<file path="config.mk">
export PLATFORM = sky130hd
export DESIGN_NAME = cursor_overlay
export DESIGN_NICKNAME = d
export VERILOG_FILES = /design/src/rtl/cursor_pkg.sv /design/src/rtl/cursor_ctrl.sv /design/src/rtl/cursor_datapath.sv /design/src/rtl/cursor_overlay.sv
export SDC_FILE = /design/constraint.sdc
export NUM_CORES = 1
export LEC_CHECK = 0
export ABC_AREA = 1
export CORE_MARGIN = 1
export CORE_UTILIZATION = 41
export CTS_BUF_LIST = sky130_fd_sc_hd__clkbuf_2
export DETAILED_ROUTE_END_ITERATION = 8
export DONT_BUFFER_PORTS = 1
export PLACE_DENSITY = 0.66
export SLEW_MARGIN = 20
export SYNTH_ARGS = -nofsm -noshare
export SYNTH_HDL_FRONTEND = slang
export SYNTH_SLANG_ARGS = --single-unit
export TNS_END_PERCENT = 5
</file>
<file path="constraint.sdc">
create_clock -name clk -period 2.8 [get_ports clk]
set_clock_uncertainty 0.15 [all_clocks]
set_input_delay 0 -clock clk [delete_from_list [all_inputs] [get_ports clk]]
set_output_delay 0 -clock clk [all_outputs]
set_load 0.02 [all_outputs]
</file>
<file path="src/rtl/cursor_pkg.sv">
package cursor_pkg;
  // Strobes from control to datapath
  typedef struct packed {
    logic rowInWindow;    // raster line is inside a legal cursor window
    logic cursorEnable;   // mode, blink phase and graphics allow a cursor
  } cursorStrobeT;
endpackage

</file>
<file path="src/rtl/cursor_ctrl.sv">
module cursor_ctrl
  import cursor_pkg::*;
#(
  parameter int RASTER_W    = 4,
  parameter int SLOW_FRAMES = 32,
  parameter int FAST_FRAMES = 16
) (
  input  logic                clk,
  input  logic                rstN,
  input  logic                framePulse,
  input  logic [RASTER_W-1:0] rasterLine,
  input  logic [1:0]          cursorMode,
  input  logic                blinkFast,
  input  logic [RASTER_W-1:0] cursorTop,
  input  logic [RASTER_W-1:0] cursorBottom,
  input  logic [RASTER_W-1:0] vertPitch,
  input  logic                graphicsMode,
  output cursorStrobeT        strobes
);
  localparam int CNT_W = $clog2(SLOW_FRAMES);
  localparam logic [CNT_W-1:0] SLOW_LAST = CNT_W'(SLOW_FRAMES - 1);
  localparam logic [CNT_W-1:0] FAST_LAST = CNT_W'(FAST_FRAMES - 1);

  logic [CNT_W-1:0] frameCount;
  logic             blinkVisible;
  logic [CNT_W-1:0] lastCount;

  assign lastCount = blinkFast ? FAST_LAST : SLOW_LAST;

  always_ff @(posedge clk) begin
    if (!rstN) begin
      frameCount   <= '0;
      blinkVisible <= 1'b1;
    end else if (framePulse) begin
      if (frameCount >= lastCount) begin
        frameCount   <= '0;
        blinkVisible <= ~blinkVisible;
      end else begin
        frameCount <= frameCount + 1'b1;
      end
    end
  end

  logic windowLegal;
  assign windowLegal = (cursorTop <= vertPitch) && (cursorBottom <= vertPitch);

  always_comb begin
    strobes.rowInWindow  = windowLegal && (cursorTop <= rasterLine) && (rasterLine <= cursorBottom);
    strobes.cursorEnable = !graphicsMode && cursorMode[1] && (!cursorMode[0] || blinkVisible);
  end
endmodule

</file>
<file path="src/rtl/cursor_datapath.sv">
module cursor_datapath
  import cursor_pkg::*;
#(
  parameter int ADDR_W  = 16,
  parameter int DATA_W  = 8,
  parameter int PITCH_W = 3
) (
  input  logic               clk,
  input  logic               rstN,
  input  cursorStrobeT       strobes,
  input  logic [ADDR_W-1:0]  refreshAddr,
  input  logic [ADDR_W-1:0]  cursorAddr,
  input  logic [PITCH_W-1:0] charPitch,
  input  logic [DATA_W-1:0]  pixelIn,
  output logic [DATA_W-1:0]  pixelOut
);
  logic [DATA_W-1:0] widthMask;
  logic              addrHit;
  logic              applyCursor;

  // Leftmost charPitch+1 dots, counting down from the MSB
  for (genvar g = 0; g < DATA_W; g++) begin : gMask
    assign widthMask[g] = (int'(charPitch) + g) >= (DATA_W - 1);
  end

  assign addrHit     = (refreshAddr == cursorAddr);
  assign applyCursor = addrHit && strobes.rowInWindow && strobes.cursorEnable;

  always_ff @(posedge clk) begin
    if (!rstN) pixelOut <= '0;
    else       pixelOut <= pixelIn ^ (applyCursor ? widthMask : '0);
  end
endmodule

</file>
<file path="src/rtl/cursor_overlay.sv">
module cursor_overlay
  import cursor_pkg::*;
#(
  parameter int ADDR_W      = 16,
  parameter int DATA_W      = 8,
  parameter int RASTER_W    = 4,
  parameter int PITCH_W     = 3,
  parameter int SLOW_FRAMES = 32,
  parameter int FAST_FRAMES = 16
) (
  input  logic                clk,
  input  logic                rstN,
  input  logic                framePulse,
  input  logic [ADDR_W-1:0]   refreshAddr,
  input  logic [RASTER_W-1:0] rasterLine,
  input  logic [DATA_W-1:0]   pixelIn,
  input  logic [ADDR_W-1:0]   cursorAddr,
  input  logic [1:0]          cursorMode,
  input  logic                blinkFast,
  input  logic [RASTER_W-1:0] cursorTop,
  input  logic [RASTER_W-1:0] cursorBottom,
  input  logic [RASTER_W-1:0] vertPitch,
  input  logic [PITCH_W-1:0]  charPitch,
  input  logic                graphicsMode,
  output logic [DATA_W-1:0]   pixelOut
);
  cursorStrobeT strobes;

  cursor_ctrl #(
    .RASTER_W(RASTER_W), .SLOW_FRAMES(SLOW_FRAMES), .FAST_FRAMES(FAST_FRAMES)
  ) uCtrl (
    .clk(clk), .rstN(rstN), .framePulse(framePulse), .rasterLine(rasterLine),
    .cursorMode(cursorMode), .blinkFast(blinkFast), .cursorTop(cursorTop),
    .cursorBottom(cursorBottom), .vertPitch(vertPitch),
    .graphicsMode(graphicsMode), .strobes(strobes)
  );

  cursor_datapath #(
    .ADDR_W(ADDR_W), .DATA_W(DATA_W), .PITCH_W(PITCH_W)
  ) uData (
    .clk(clk), .rstN(rstN), .strobes(strobes), .refreshAddr(refreshAddr),
    .cursorAddr(cursorAddr), .charPitch(charPitch), .pixelIn(pixelIn),
    .pixelOut(pixelOut)
  );
endmodule

</file>
# After elaboration in Yosys (flattened, before gate mapping)
# Index checks and enable logic that the tools add are counted.
# word_totals
ff_bits	14
word_cells	41
inputBits	66
# classes
eq_ne	1
bitwise_logic	2
n_addsub	8
reduce_logical	11
muxes	3
magnitude_cmp	13
# ops
op	n
$ge A32 B4 Y1 const B	7
$add A3 B3 Y4 const B	4
$eq A16 B16 Y1	1
$le A4 B4 Y1	4
$mux W5	2
$add A3 B2 Y4 const B	2
$mux W8	1
$xor A8 B8 Y8	1
$logic_and A1 B1 Y1	7
$add A5 B1 Y5 const B	1
$ge A5 B5 Y1	1
$add A3 B1 Y4 const B	1
$ge A3 B3 Y1 const B	1
$logic_not A1 Y1	2
$reduce_and A2 Y1	1
$logic_or A1 B1 Y1	1
$not A1 Y1	1

# Longest topological paths before layout
# Gate-level depths: netlist of run 1.
# depth
depth_word	8
mapped_depth	13
mapped_depth_nobuf	13

# Modules after synthesis
# Synthesis of run 1 repeated with hierarchy kept, for this count alone.
# hier_totals
hier_cells	309
hier_area_um2	1793.0
# modules_own_cells
mod	instances	area_per_inst_um2	cells_each
cursor_datapath	1	1047.3	194
cursor_ctrl	1	745.7	115

# Worst setup path before layout of run 1
# OpenSTA, ideal clock, no wires.
# synth_timing
path_type	input to register
startpoint	in rasterLine[1]
endpoint	reg uData.pixelOut[3]
setup_slack_ns	1.406
setup_time_ns	0.110
t_required_ns	2.540
path_stages	12
arrival_ns	1.134
cell_sequence	inv_1 ha_1 inv_1 nor2_1 o21bai_1 nand2_1 nand2_1 inv_1 nor2_1 nand4_1 nand2_1 nor2_1
# synth_between
elab_chain_cells	7
word_cells_on_any_way	8
cone_classes	2 x order compare; 1 x mux; 1 x bitwise; 4 x reduce/logical
# synth_rtl
item	line_no	source
start: declaration	cursor_overlay.sv:15	input logic [RASTER_W-1:0] rasterLine,
$le A4 B4 Y1	cursor_ctrl.sv:48	strobes.rowInWindow = windowLegal && (cursorTop <= rasterLine) && (rasterLine <= cursorBottom);
$logic_and A1 B1 Y1	cursor_ctrl.sv:48	
$logic_and A1 B1 Y1 (*)	cursor_ctrl.sv:48	
$logic_and A1 B1 Y1 (*) (2 in a row)	cursor_datapath.sv:27	assign applyCursor = addrHit && strobes.rowInWindow && strobes.cursorEnable;
$mux W8 (*)	cursor_datapath.sv:31	else pixelOut <= pixelIn ^ (applyCursor ? widthMask : '0);
$xor A8 B8 Y8 (*)	cursor_datapath.sv:31	
end signal: assignment	cursor_datapath.sv:31	
end: declaration	cursor_datapath.sv:15	output logic [DATA_W-1:0] pixelOut
# Every way passes the cells marked *; elsewhere a longest branch is shown, timed or not.
# A chain may end at the register's enable or synchronous reset.

# Worst setup path in the final report of run 1
# layout_timing
startpoint	reg uCtrl.blinkVisible
endpoint	reg uData.pixelOut[1]
# layout_between
elab_chain_cells	5
# layout_rtl
item	line_no	source
start: declaration	cursor_ctrl.sv:25	logic blinkVisible;
start signal: assignment	cursor_ctrl.sv:37	blinkVisible <= ~blinkVisible;
$logic_or A1 B1 Y1	cursor_ctrl.sv:49	strobes.cursorEnable = !graphicsMode && cursorMode[1] && (!cursorMode[0] || blinkVisible);
$logic_and A1 B1 Y1	cursor_ctrl.sv:49	
$logic_and A1 B1 Y1	cursor_datapath.sv:27	
$mux W8	cursor_datapath.sv:31	
$xor A8 B8 Y8	cursor_datapath.sv:31	
# Every way passes these cells.

==> results of run 1 <==
-- worst max-delay path, cell delays in order, from the launching register on --
cell           delay (ns)
dfxtp_2              0.36
inv_2                0.04
nand2_1              0.08
nand2_1              0.07
nor2_2               0.07
nand2_1              0.08
nor2_4               0.08
nand2_2              0.07
nor2_4               0.20
nand3_1              0.10
nand2_1              0.07
dlygate4sd3_1        0.54
inv_1                0.04
nor2_1               0.09
dlygate4sd3_1        0.54
-- repair_timing --
action / in CTS / in global routing
setup endpoints to repair: 0 / 7
resized for setup: 0 / 4
buffers inserted: 0 / 1
hold buffers: 26 / 0
endpoints found under the hold margin: 14 / 0
-- per-stage QoR --
step | area (sq um) | setup WS, ns | instances | hold WS [ns]
floorplan | 1850 | 1.41 | 328 | -0.0534
global placement | 1910 | 1.21 | 378 | -0.0587
detailed placement | 1910 | 1.20 | 378 | -0.0554
CTS | 2190 | 0.155 | 408 | 0.0506
global route | 2190 | 0.00424 | 408 | 0.103
finish | 2190 | 0.184 | 408 | 0.0484
-- state kept, by name (all words and copies together), names as in the netlist --
name	flops
uCtrl.frameCount	5
uData.pixelOut	8
uCtrl.blinkVisible	1
-- worst min path at each step --
stage / cells past startpoint / slack [ns] / endpoint / from
floorplan: 1 / -0.05 / uCtrl.frameCount[2]$_SDFFE_PN0P_ / framePulse
finish: 7 / 0.05 / uData.pixelOut[4]$_SDFF_PN0_ / charPitch[1]
global placement: 1 / -0.06 / uCtrl.blinkVisible$_SDFFE_PN1P_ / rstN
CTS: 7 / 0.05 / uData.pixelOut[4]$_SDFF_PN0_ / charPitch[1]
detailed placement: 1 / -0.06 / uCtrl.blinkVisible$_SDFFE_PN1P_ / rstN
global route: 5 / 0.10 / uData.pixelOut[5]$_SDFF_PN0_ / charPitch[0]
-- layout make-up --
cell class              instances  area, sq um  area share
clock inverters                 1         3.75     0.00171
multi-input cells             229         1250       0.570
flip-flops and latches         14          282       0.128
repair buffers                 26          265       0.121
well taps                      52         65.1      0.0297
inverters                      83          312       0.142
clock buffers                   3         15.0     0.00685
-- routing by layer --
layer / routed length, um / track usage / part of all wire
met5: 0 / 0 / 0
met4: 21 / 0.0499 / 0.0051
met3: 233 / 0.0378 / 0.056
met2: 2050 / 0.348 / 0.49
met1: 1840 / 0.206 / 0.44
-- cell families after synthesis --
group	synth area share
xor+xnor	0.0189
fa+ha+maj	0.169
simple gates	0.419
buf+inv	0.173
compound gates	0.0683
flops	0.151
-- power by group --
group	internal [mW]	total [mW]	switching, mW
Clock	0.0310	0.0963	0.0653
Combinational	0.0904	0.202	0.112
Sequential	0.208	0.221	0.0127
-- layout by cell type, fill, tap and decap left out, types with 2 or more instances in the layout --
cell,instances
inv_2,2
dlymetal6s4s_1,3
ha_1,25
o21ai_0,2
inv_1,80
nor2_1,35
dfxtp_1,13
dlygate4sd3_1,22
clkbuf_2,3
nand2_2,5
nor2_2,4
xnor2_1,3
nor2_4,2
nand4_1,11
nand3_1,19
nand2_1,101
clkinv_1,2
a21oi_1,8
o21bai_1,5
==> impl_metrics.tcl, run 1 <==
set metrics [dict create \
    ant_nets 0 \
    die_w_um 69.2 \
    grt_pass1_vias 1867 \
    place_hpwl_mm 3.37 \
    end_kind "flop" \
    synth_top_area_frac 0.205 \
    coreArea_sq_mm 0.00435 \
    crit_required_ns 2.87 \
    wl_per_cell_um 10.2 \
    timing.fmax_mhz 382 \
    drt_first_iter_violations 97 \
    utilization 0.503 \
    hold_path.class "input pin to flop" \
    grt_max_degree 11 \
    clockBufferDepth 2 \
    synth_area_leader_cell "nand2_1" \
    yosys_register_bits 14 \
    p_total_uw 519 \
    syn_avg_cell_area_sq_um 5.64 \
    portBuffers 0 \
    endpoint "uData.pixelOut[1]$_SDFF_PN0_" \
    area_growth_pct 18.5 \
    final_nets 448 \
    leakage_nw 1.39 \
    diodes 0 \
    ys_types 27 \
    synth_edf_count 0 \
    syn_area_sq_mm 0.00185 \
    wl_mm 4.15 \
    dr.pass1.iters 4 \
    die_y_um 69.2 \
    synthFlopType "dfxtp_1" \
    start_util 0.425 \
    clk_latency_ns 0.28 \
    r2r_cells 14 \
    grt_usage 0.184 \
    setup_viol 0 \
    drc 0 \
    grt_pass1_wl_mm 7.52 \
    crit-reg2reg-launch "uCtrl.blinkVisible$_SDFFE_PN1P_" \
    num_rows 24 \
    start_kind "flop" \
    synthTopCellsByCount "nand2_1, inv_1, nor2_1, ha_1, nand3_1" \
    synth_warnings 0 \
    dr_total_vias 1891 \
    slew_viol_final 0 \
    cts.sinks 14 \
    synthesis.nets 419 \
    rsz0062_at_grt "false" \
    cts_tree "yes" \
    crit_path_max_fanout 8 \
    hold_viol 0 \
    outcome "completed" \
    seq_area_frac_synth 0.151 \
    gp_congestion 0.834 \
    fill_cells 451 \
    ir_drop_mv 0.108 \
    power.density_mw_per_mm2 237 \
    yosysMostFrequentCell "nand2_1" \
    via_per_inst 4.63 \
    cts.htree.levels 1 \
    cp-startpoint "uCtrl.blinkVisible$_SDFFE_PN1P_" \
    fin_crit_ns 2.62 \
    worst-setup-path-type "flop to flop" \
    period_share 0.934 \
    synth_area_leaders "nand2_1, ha_1, inv_1" \
    async_reset_ff_frac 0 \
    ioPinCount 74 \
    cts_buffers 3 \
    overflow 0 \
    timing.slew.headroom 0.685 \
    critPathArrivalTime_ns 2.68 \
    syn_inst 328 \
    antenna_found_initial 0 \
    tightestPinTransition_ns 0.470 \
    die-area_sq_mm 0.00479 \
    rrSetupSlack_ns 0.18 \
    maxCapViolations 0 \
    clk_pin_slew_ns 0.15 \
    drive_gt1_frac 0.0590 \
    root_buffer "clkbuf_2" \
    r2r_end "uData.pixelOut[1]$_SDFF_PN0_" \
    fin_tns_setup_ns 0 \
]
(Power assumes the default switching activity.)
==> inputs of run 2 (changes only) <==
--- a/config.mk
+++ b/config.mk
@@ -5,7 +5,7 @@
 export SDC_FILE = /design/constraint.sdc
 export NUM_CORES = 1
 export LEC_CHECK = 0
-export ABC_AREA = 1
+export ABC_AREA = 0
 export CORE_MARGIN = 1
 export CORE_UTILIZATION = 41
 export CTS_BUF_LIST = sky130_fd_sc_hd__clkbuf_2
==> run 2 against run 1 <==
  * Synthesized cell count decreased by 48%
  * Clock power decreased by 14%
  * Utilization increased by 2.8 points
  * Sequential cell count unchanged
  * Critical endpoint is now uData.pixelOut[7]$_SDFF_PN0_
==> impl_metrics.tcl, run 2 <==
set metrics [dict create \
    top_regs "uData.pixelOut: 8 flops, uCtrl.frameCount: 5 flops, uCtrl.blinkVisible: 1 flops" \
    fill_cells 279 \
    coreArea_sq_mm 0.00313 \
    leakage_nw 0.710 \
    clk_latency_ns 0.25 \
    ioPinCount 74 \
    hold_path.class "input pin to flop" \
    drc 0 \
    die-area_sq_mm 0.00363 \
    area_growth_pct 19.5 \
    synth_warnings 0 \
    diodes 0 \
    fin_tns_setup_ns 0 \
    worst-setup-path-type "flop to flop" \
    pwr-share-clk 0.183 \
    p_seq_frac 0.492 \
    fin_crit_ns 2.54 \
    wl_mm 3.31 \
    yosys_register_bits 14 \
    synth_area_leaders "ha_1, dfxtp_1, xnor2_1" \
    grt_pass1_vias 1282 \
    antenna_found_initial 0 \
    yosysMostFrequentCell "ha_1" \
    timing.fmax_mhz 394 \
    dr.pass1.iters 4 \
    critPathArrivalTime_ns 2.54 \
    most-common-layout-cells "ha_1, dlygate4sd3_1, inv_1" \
    dpl_cell_area_sq_mm 0.00143 \
    largest_reg_flops 8 \
    intPower_uw 314 \
    hold_viol 0 \
    cts_tree "yes" \
    maxCapViolations 0 \
    drt_first_iter_violations 24 \
    portBuffers 0 \
    synth_top_area_frac 0.225 \
    wl_per_cell_um 13.9 \
    synthFlopType "dfxtp_1" \
    cts.sinks 14 \
    max_flop_register "uData.pixelOut" \
    crit_required_ns 2.80 \
    power.density_mw_per_mm2 271 \
    crit_path_max_fanout 15 \
    ctsResizeCount 0 \
    syn_inst 172 \
    synth_area_leader_cell "ha_1" \
    period_share 0.906 \
    dr_total_vias 1284 \
    synthTopCellsByCount "ha_1, inv_1, a21oi_1, dfxtp_1" \
    slew_viol_final 0 \
    timing.slew.headroom 0.740 \
    die_w_um 60.3 \
    synth_edf_count 0 \
    grt_pass1_wl_mm 5.23 \
    grt_usage 0.190 \
    grt_max_degree 16 \
    via_per_inst 5.39 \
    end_kind "flop" \
    cts_buffers 3 \
    root_buffer "clkbuf_2" \
    fin_area_sq_mm 0.00166 \
    syn_area_sq_mm 0.00139 \
    ys_types 31 \
    clk_pin_slew_ns 0.12 \
    start_kind "flop" \
    setup_viol 0 \
    async_reset_ff_frac 0 \
    tightestPinTransition_ns 0.385 \
    final_common_cell "ha_1" \
    drive_gt1_frac 0.0464 \
    final_nets 287 \
    rsz0062_at_grt "false" \
    place_hpwl_mm 2.52 \
    ir_drop_mv 0.115 \
    swShare 0.303 \
    outcome "completed" \
    seq_area_frac_synth 0.201 \
    clockBufferDepth 2 \
    synthesis.nets 263 \
    num_rows 20 \
    cts.htree.levels 1 \
    ant_nets 0 \
    p_comb_frac 0.325 \
    overflow 0 \
    start_util 0.445 \
    gp_congestion 0.865 \
    p_switching_uw 137 \
    syn_avg_cell_area_sq_um 8.09 \
    die_y_um 60.3 \
]
run 2: cell types whose count changed in the layout (fill, tap and decap cells not counted), sizes merged, moves of 4 or more:
cell    delta
nand2     -96
inv       -61
nor2      -32
nand3     -15
o21ai     +10
a21oi      +9
xnor2      +9
xor2       +8
or3        +7
nor2b      +5
o21bai     -5
nand4      -4
run 2: kinds of logic (layout without fill, tap and decap cells):
logic type	after synthesis	in the layout	share of synthesized area
muxes	1	1	0.00719
DFF	14	14	0.201
AOI/OAI and AO/OA	37	37	0.155
adders and majority gates	25	25	0.225
buffers and inverters	24	46	0.0701
xor gates and xnor gates	21	21	0.132
and+or+nand+nor	50	50	0.210
run 2: repair_timing:
item | in CTS | in global routing
endpoints found under the hold margin | 14 | 0
hold buffers | 22 | 0
buffers inserted | 0 | 0
run 2: per-stage QoR:
step	worst slack, ns	power [mW]	instances	utilization	hold WS, ns
after global placement	0.482	0.338	213	0.456	-0.0821
after CTS	0.301	0.452	238	0.532	0.00129
final	0.263	0.451	238	0.532	0.0263
after detailed placement	0.380	0.345	213	0.456	-0.0786
after floorplan	0.587	0.326	172	-	-0.0881
after global routing	0.0863	0.486	238	0.532	0.0691
run 2: worst paths after layout:
kind	endpoint	from	cells after the start	slack, ns
max	uData.pixelOut[7]$_SDFF_PN0_	uCtrl.blinkVisible$_SDFFE_PN1P_	7	0.26
min	uData.pixelOut[4]$_SDFF_PN0_	charPitch[1]	4	0.03
max reg2reg	uData.pixelOut[7]$_SDFF_PN0_	uCtrl.blinkVisible$_SDFFE_PN1P_	7	0.26
min reg2reg	uCtrl.frameCount[1]$_SDFFE_PN0P_	uCtrl.frameCount[1]$_SDFFE_PN0P_	2	0.41
run 2: layout make-up:
class | instances | area [sq um] | area share
Clock buffer | 3 | 15.0 | 0.00903
Inverter | 21 | 78.8 | 0.0474
Multi-Input combinational cell | 134 | 1010 | 0.609
Sequential cell | 14 | 280 | 0.169
Tap cell | 44 | 55.1 | 0.0331
Timing Repair Buffer | 22 | 220 | 0.132
run 2: power groups by stage:
| stage | logic (mW) | registers (mW) | clock network [mW] |
|---|---|---|---|
| 4_1_cts | 0.145 | 0.222 | 0.0850 |
| 6_report | 0.146 | 0.222 | 0.0825 |
| 3_3_place_gp | 0.112 | 0.227 | 0 |
| 2_1_floorplan | 0.101 | 0.225 | 0 |
| 3_5_place_dp | 0.118 | 0.227 | 0 |
| 5_1_grt | 0.168 | 0.223 | 0.0946 |
run 2: layer usage:
| layer | share of wire | global-route usage | vias to the layer above | wire length (um) |
|---|---|---|---|---|
| met2 | 0.54 | 0.377 | 56 | 1770 |
| met5 | 0 | 0 | - | 0 |
| met3 | 0.051 | 0.0130 | 4 | 170 |
| met1 | 0.40 | 0.208 | 575 | 1320 |
| met4 | 0.014 | 0.0598 | 0 | 45 |
| li1 | - | - | 649 | - |
run 2: worst max-delay path: stages (launching register included):
cell           delay (ns)
dfxtp_1              0.36
nor2b_1              0.07
nor4b_2              0.28
o211ai_1             0.14
or4b_4               0.58
o21ai_0              0.22
dlygate4sd3_1        0.57
a21oi_1              0.06
==> inputs of run 3 (changes only) <==
--- a/config.mk
+++ b/config.mk
@@ -15,5 +15,6 @@
 export SLEW_MARGIN = 20
 export SYNTH_ARGS = -nofsm -noshare
 export SYNTH_HDL_FRONTEND = slang
+export SYNTH_HIERARCHICAL = 1
 export SYNTH_SLANG_ARGS = --single-unit
 export TNS_END_PERCENT = 5
==> run 3 against run 2 <==
  * Combinational power is 14% higher
  * Largest power group unchanged
  * Clock power is 17% higher
  * Non-clock buffer count is 3 higher
  * Critical endpoint is now uData/pixelOut[4]$_SDFF_PN0_
  * Worst setup slack worse by 0.11 ns
  * Largest cell class unchanged
==> impl_metrics.tcl, run 3 <==
set metrics [dict create \
    grt_usage 0.173 \
    fin_crit_ns 2.65 \
    overflow 0 \
    largest_reg_flops 8 \
    gp_congestion 0.757 \
    grt_max_degree 11 \
    dr.pass1.iters 4 \
    drive_gt1_frac 0.0758 \
    synthTopCellsByCount "ha_1, inv_1, a21oi_1, dfxtp_1, o21ai_0" \
    clk_latency_ns 0.28 \
    area_growth_pct 21.5 \
    seq_area_frac_synth 0.196 \
    syn_area_sq_mm 0.00143 \
    grt_pass1_wl_mm 4.87 \
    setup_viol 0 \
    cts.htree.levels 1 \
    diodes 0 \
    end_kind "flop" \
    cts_buffers 3 \
    die_w_um 61.1 \
    start_kind "input pin" \
    synth_top_area_frac 0.210 \
    ys_types 34 \
    p_seq_frac 0.459 \
    maxCapViolations 0 \
    p_switching_uw 160 \
    timing.fmax_mhz 378 \
    tightestPinTransition_ns 0.484 \
    most-common-layout-cells "ha_1, dlygate4sd3_1, inv_1" \
    clockBufferDepth 2 \
    crit_required_ns 2.83 \
    grt_pass1_vias 1260 \
    ir_drop_mv 0.115 \
    top_regs "uData/pixelOut: 8 flops, uCtrl/frameCount: 5 flops, uCtrl/blinkVisible: 1 flops" \
    clk_pin_slew_ns 0.15 \
    utilization 0.521 \
    synth_edf_count 0 \
    final_nets 289 \
    coreArea_sq_mm 0.00334 \
    pwr-share-clk 0.199 \
    ioPinCount 74 \
    hold_viol 0 \
    num_rows 21 \
    critPathArrivalTime_ns 2.68 \
    p_comb_frac 0.341 \
    root_buffer "clkbuf_2" \
    async_reset_ff_frac 0 \
    via_per_inst 5.45 \
    leakage_nw 0.718 \
    yosys_register_bits 14 \
    drc 0 \
    rsz0062_at_grt "false" \
    wl_mm 3.30 \
    cts_tree "yes" \
    fin_tns_setup_ns 0 \
    timing.slew.headroom 0.675 \
    synth_area_leader_cell "ha_1" \
    wl_per_cell_um 13.5 \
    max_flop_register "uData/pixelOut" \
    intPower_uw 325 \
    power.density_mw_per_mm2 279 \
    outcome "completed" \
    crit_path_max_fanout 10 \
    portBuffers 0 \
    synth_area_leaders "ha_1, dfxtp_1, xor2_1" \
    p_total_uw 485 \
    slew_viol_final 0 \
    synthFlopType "dfxtp_1" \
    syn_avg_cell_area_sq_um 8.27 \
    synth_warnings 6 \
    antenna_found_initial 0 \
    fill_cells 318 \
    ant_nets 0 \
    cts.sinks 14 \
    drt_first_iter_violations 52 \
    synthesis.nets 263 \
    die_y_um 61.1 \
    worst-setup-path-type "input pin to flop" \
    yosysMostFrequentCell "ha_1" \
    final_common_cell "ha_1" \
    die-area_sq_mm 0.00373 \
    dr_total_vias 1330 \
    period_share 0.946 \
    hold_path.class "input pin to flop" \
    place_hpwl_mm 2.69 \
    start_util 0.429 \
    swShare 0.330 \
    syn_inst 173 \
    cts_setup_buffers 0 \
]
==> run 3: cell types whose count changed after synthesis, moves of 2 or more <==
cell,before,now
nor3_2,0,3
nor2b_1,5,2
or3_2,2,0
xor2_1,9,12
nand3_1,4,8
a21oi_1,17,15
or3_1,5,1
or4_1,0,2
inv_1,21,19
nand4b_1,1,6
xnor2_1,12,9
nor2_1,9,6
==> run 3: worst paths after layout <==
check                                   startpoint                                to  slack, ns  depth (start not counted)
hold / removal                           blinkFast  uCtrl/frameCount[3]$_SDFFE_PN0P_       0.02                          4
hold reg to reg   uCtrl/frameCount[3]$_SDFFE_PN0P_  uCtrl/frameCount[3]$_SDFFE_PN0P_       0.42                          2
setup / recovery                      vertPitch[1]      uData/pixelOut[4]$_SDFF_PN0_       0.15                         12
setup reg to reg   uCtrl/blinkVisible$_SDFFE_PN1P_      uData/pixelOut[4]$_SDFF_PN0_       0.26                          8
==> run 3: per-stage QoR <==
stage / hold slack, ns / std cells / instance area [sq um] / setup WS (ns)
after floorplan: -0.0881 / 173 / 1430 / 0.245
after global placement: -0.0845 / 217 / 1490 / 0.125
after detailed placement: -0.0825 / 217 / 1490 / 0.0929
after CTS: 0.0208 / 244 / 1740 / 0.0674
after global routing: 0.0437 / 244 / 1740 / 0.0151
final: 0.0234 / 244 / 1740 / 0.151
==> run 3: cell families after synthesis <==
logic type                 count (synthesis)  share of synthesized area
and+or+nand+nor                           52                      0.240
AOI/OAI and AO/OA                         38                      0.156
adders and majority gates                 24                      0.210
buffers and inverters                     23                     0.0621
xor gates and xnor gates                  21                      0.128
DFF                                       14                      0.196
muxes                                      1                    0.00699
==> run 3: worst max-delay path: stages <==
cell	delay, ns
inv_1	0.03
ha_1	0.28
nor2b_1	0.13
o21a_1	0.17
nor3_2	0.11
o22ai_1	0.11
a221oi_2	0.34
nand2_8	0.06
or4_4	0.58
o31ai_1	0.21
dlygate4sd3_1	0.58
a21oi_1	0.06
==> run 3: area by class of cell <==
class                           instances  area (sq um)  area share
Clock inverter                          1          3.75     0.00216
Inverter                               19          71.3      0.0410
Tap cell                               46          57.6      0.0331
Clock buffer                            3          15.0     0.00863
Timing Repair Buffer                   25           245       0.141
Multi-Input combinational cell        136          1070       0.613
Sequential cell                        14           280       0.161
==> run 3: power groups by stage <==
stage / combinational (mW) / clock (mW) / sequential (mW)
CTS: 0.165 / 0.0989 / 0.223
floorplan: 0.115 / 0 / 0.225
finish: 0.166 / 0.0967 / 0.223
global placement: 0.128 / 0 / 0.227
detailed placement: 0.135 / 0 / 0.227
global route: 0.185 / 0.108 / 0.224
==> run 3: what timing repair did <==
item                                    in CTS  in global routing
hold endpoints to repair                    14                  0
hold buffers                                23                  0
endpoints found under the setup margin       0                  7
resized for setup                            0                  1
==> run 3: layer usage <==
layer  part of all wire  wire length (um)  up-vias  track usage
li1                   -                 -      665            -
met1               0.38              1240      617        0.168
met2               0.57              1870       44        0.366
met3              0.052               170        4       0.0168
met4             0.0070                23        0       0.0584
met5                  0                 0        -            0
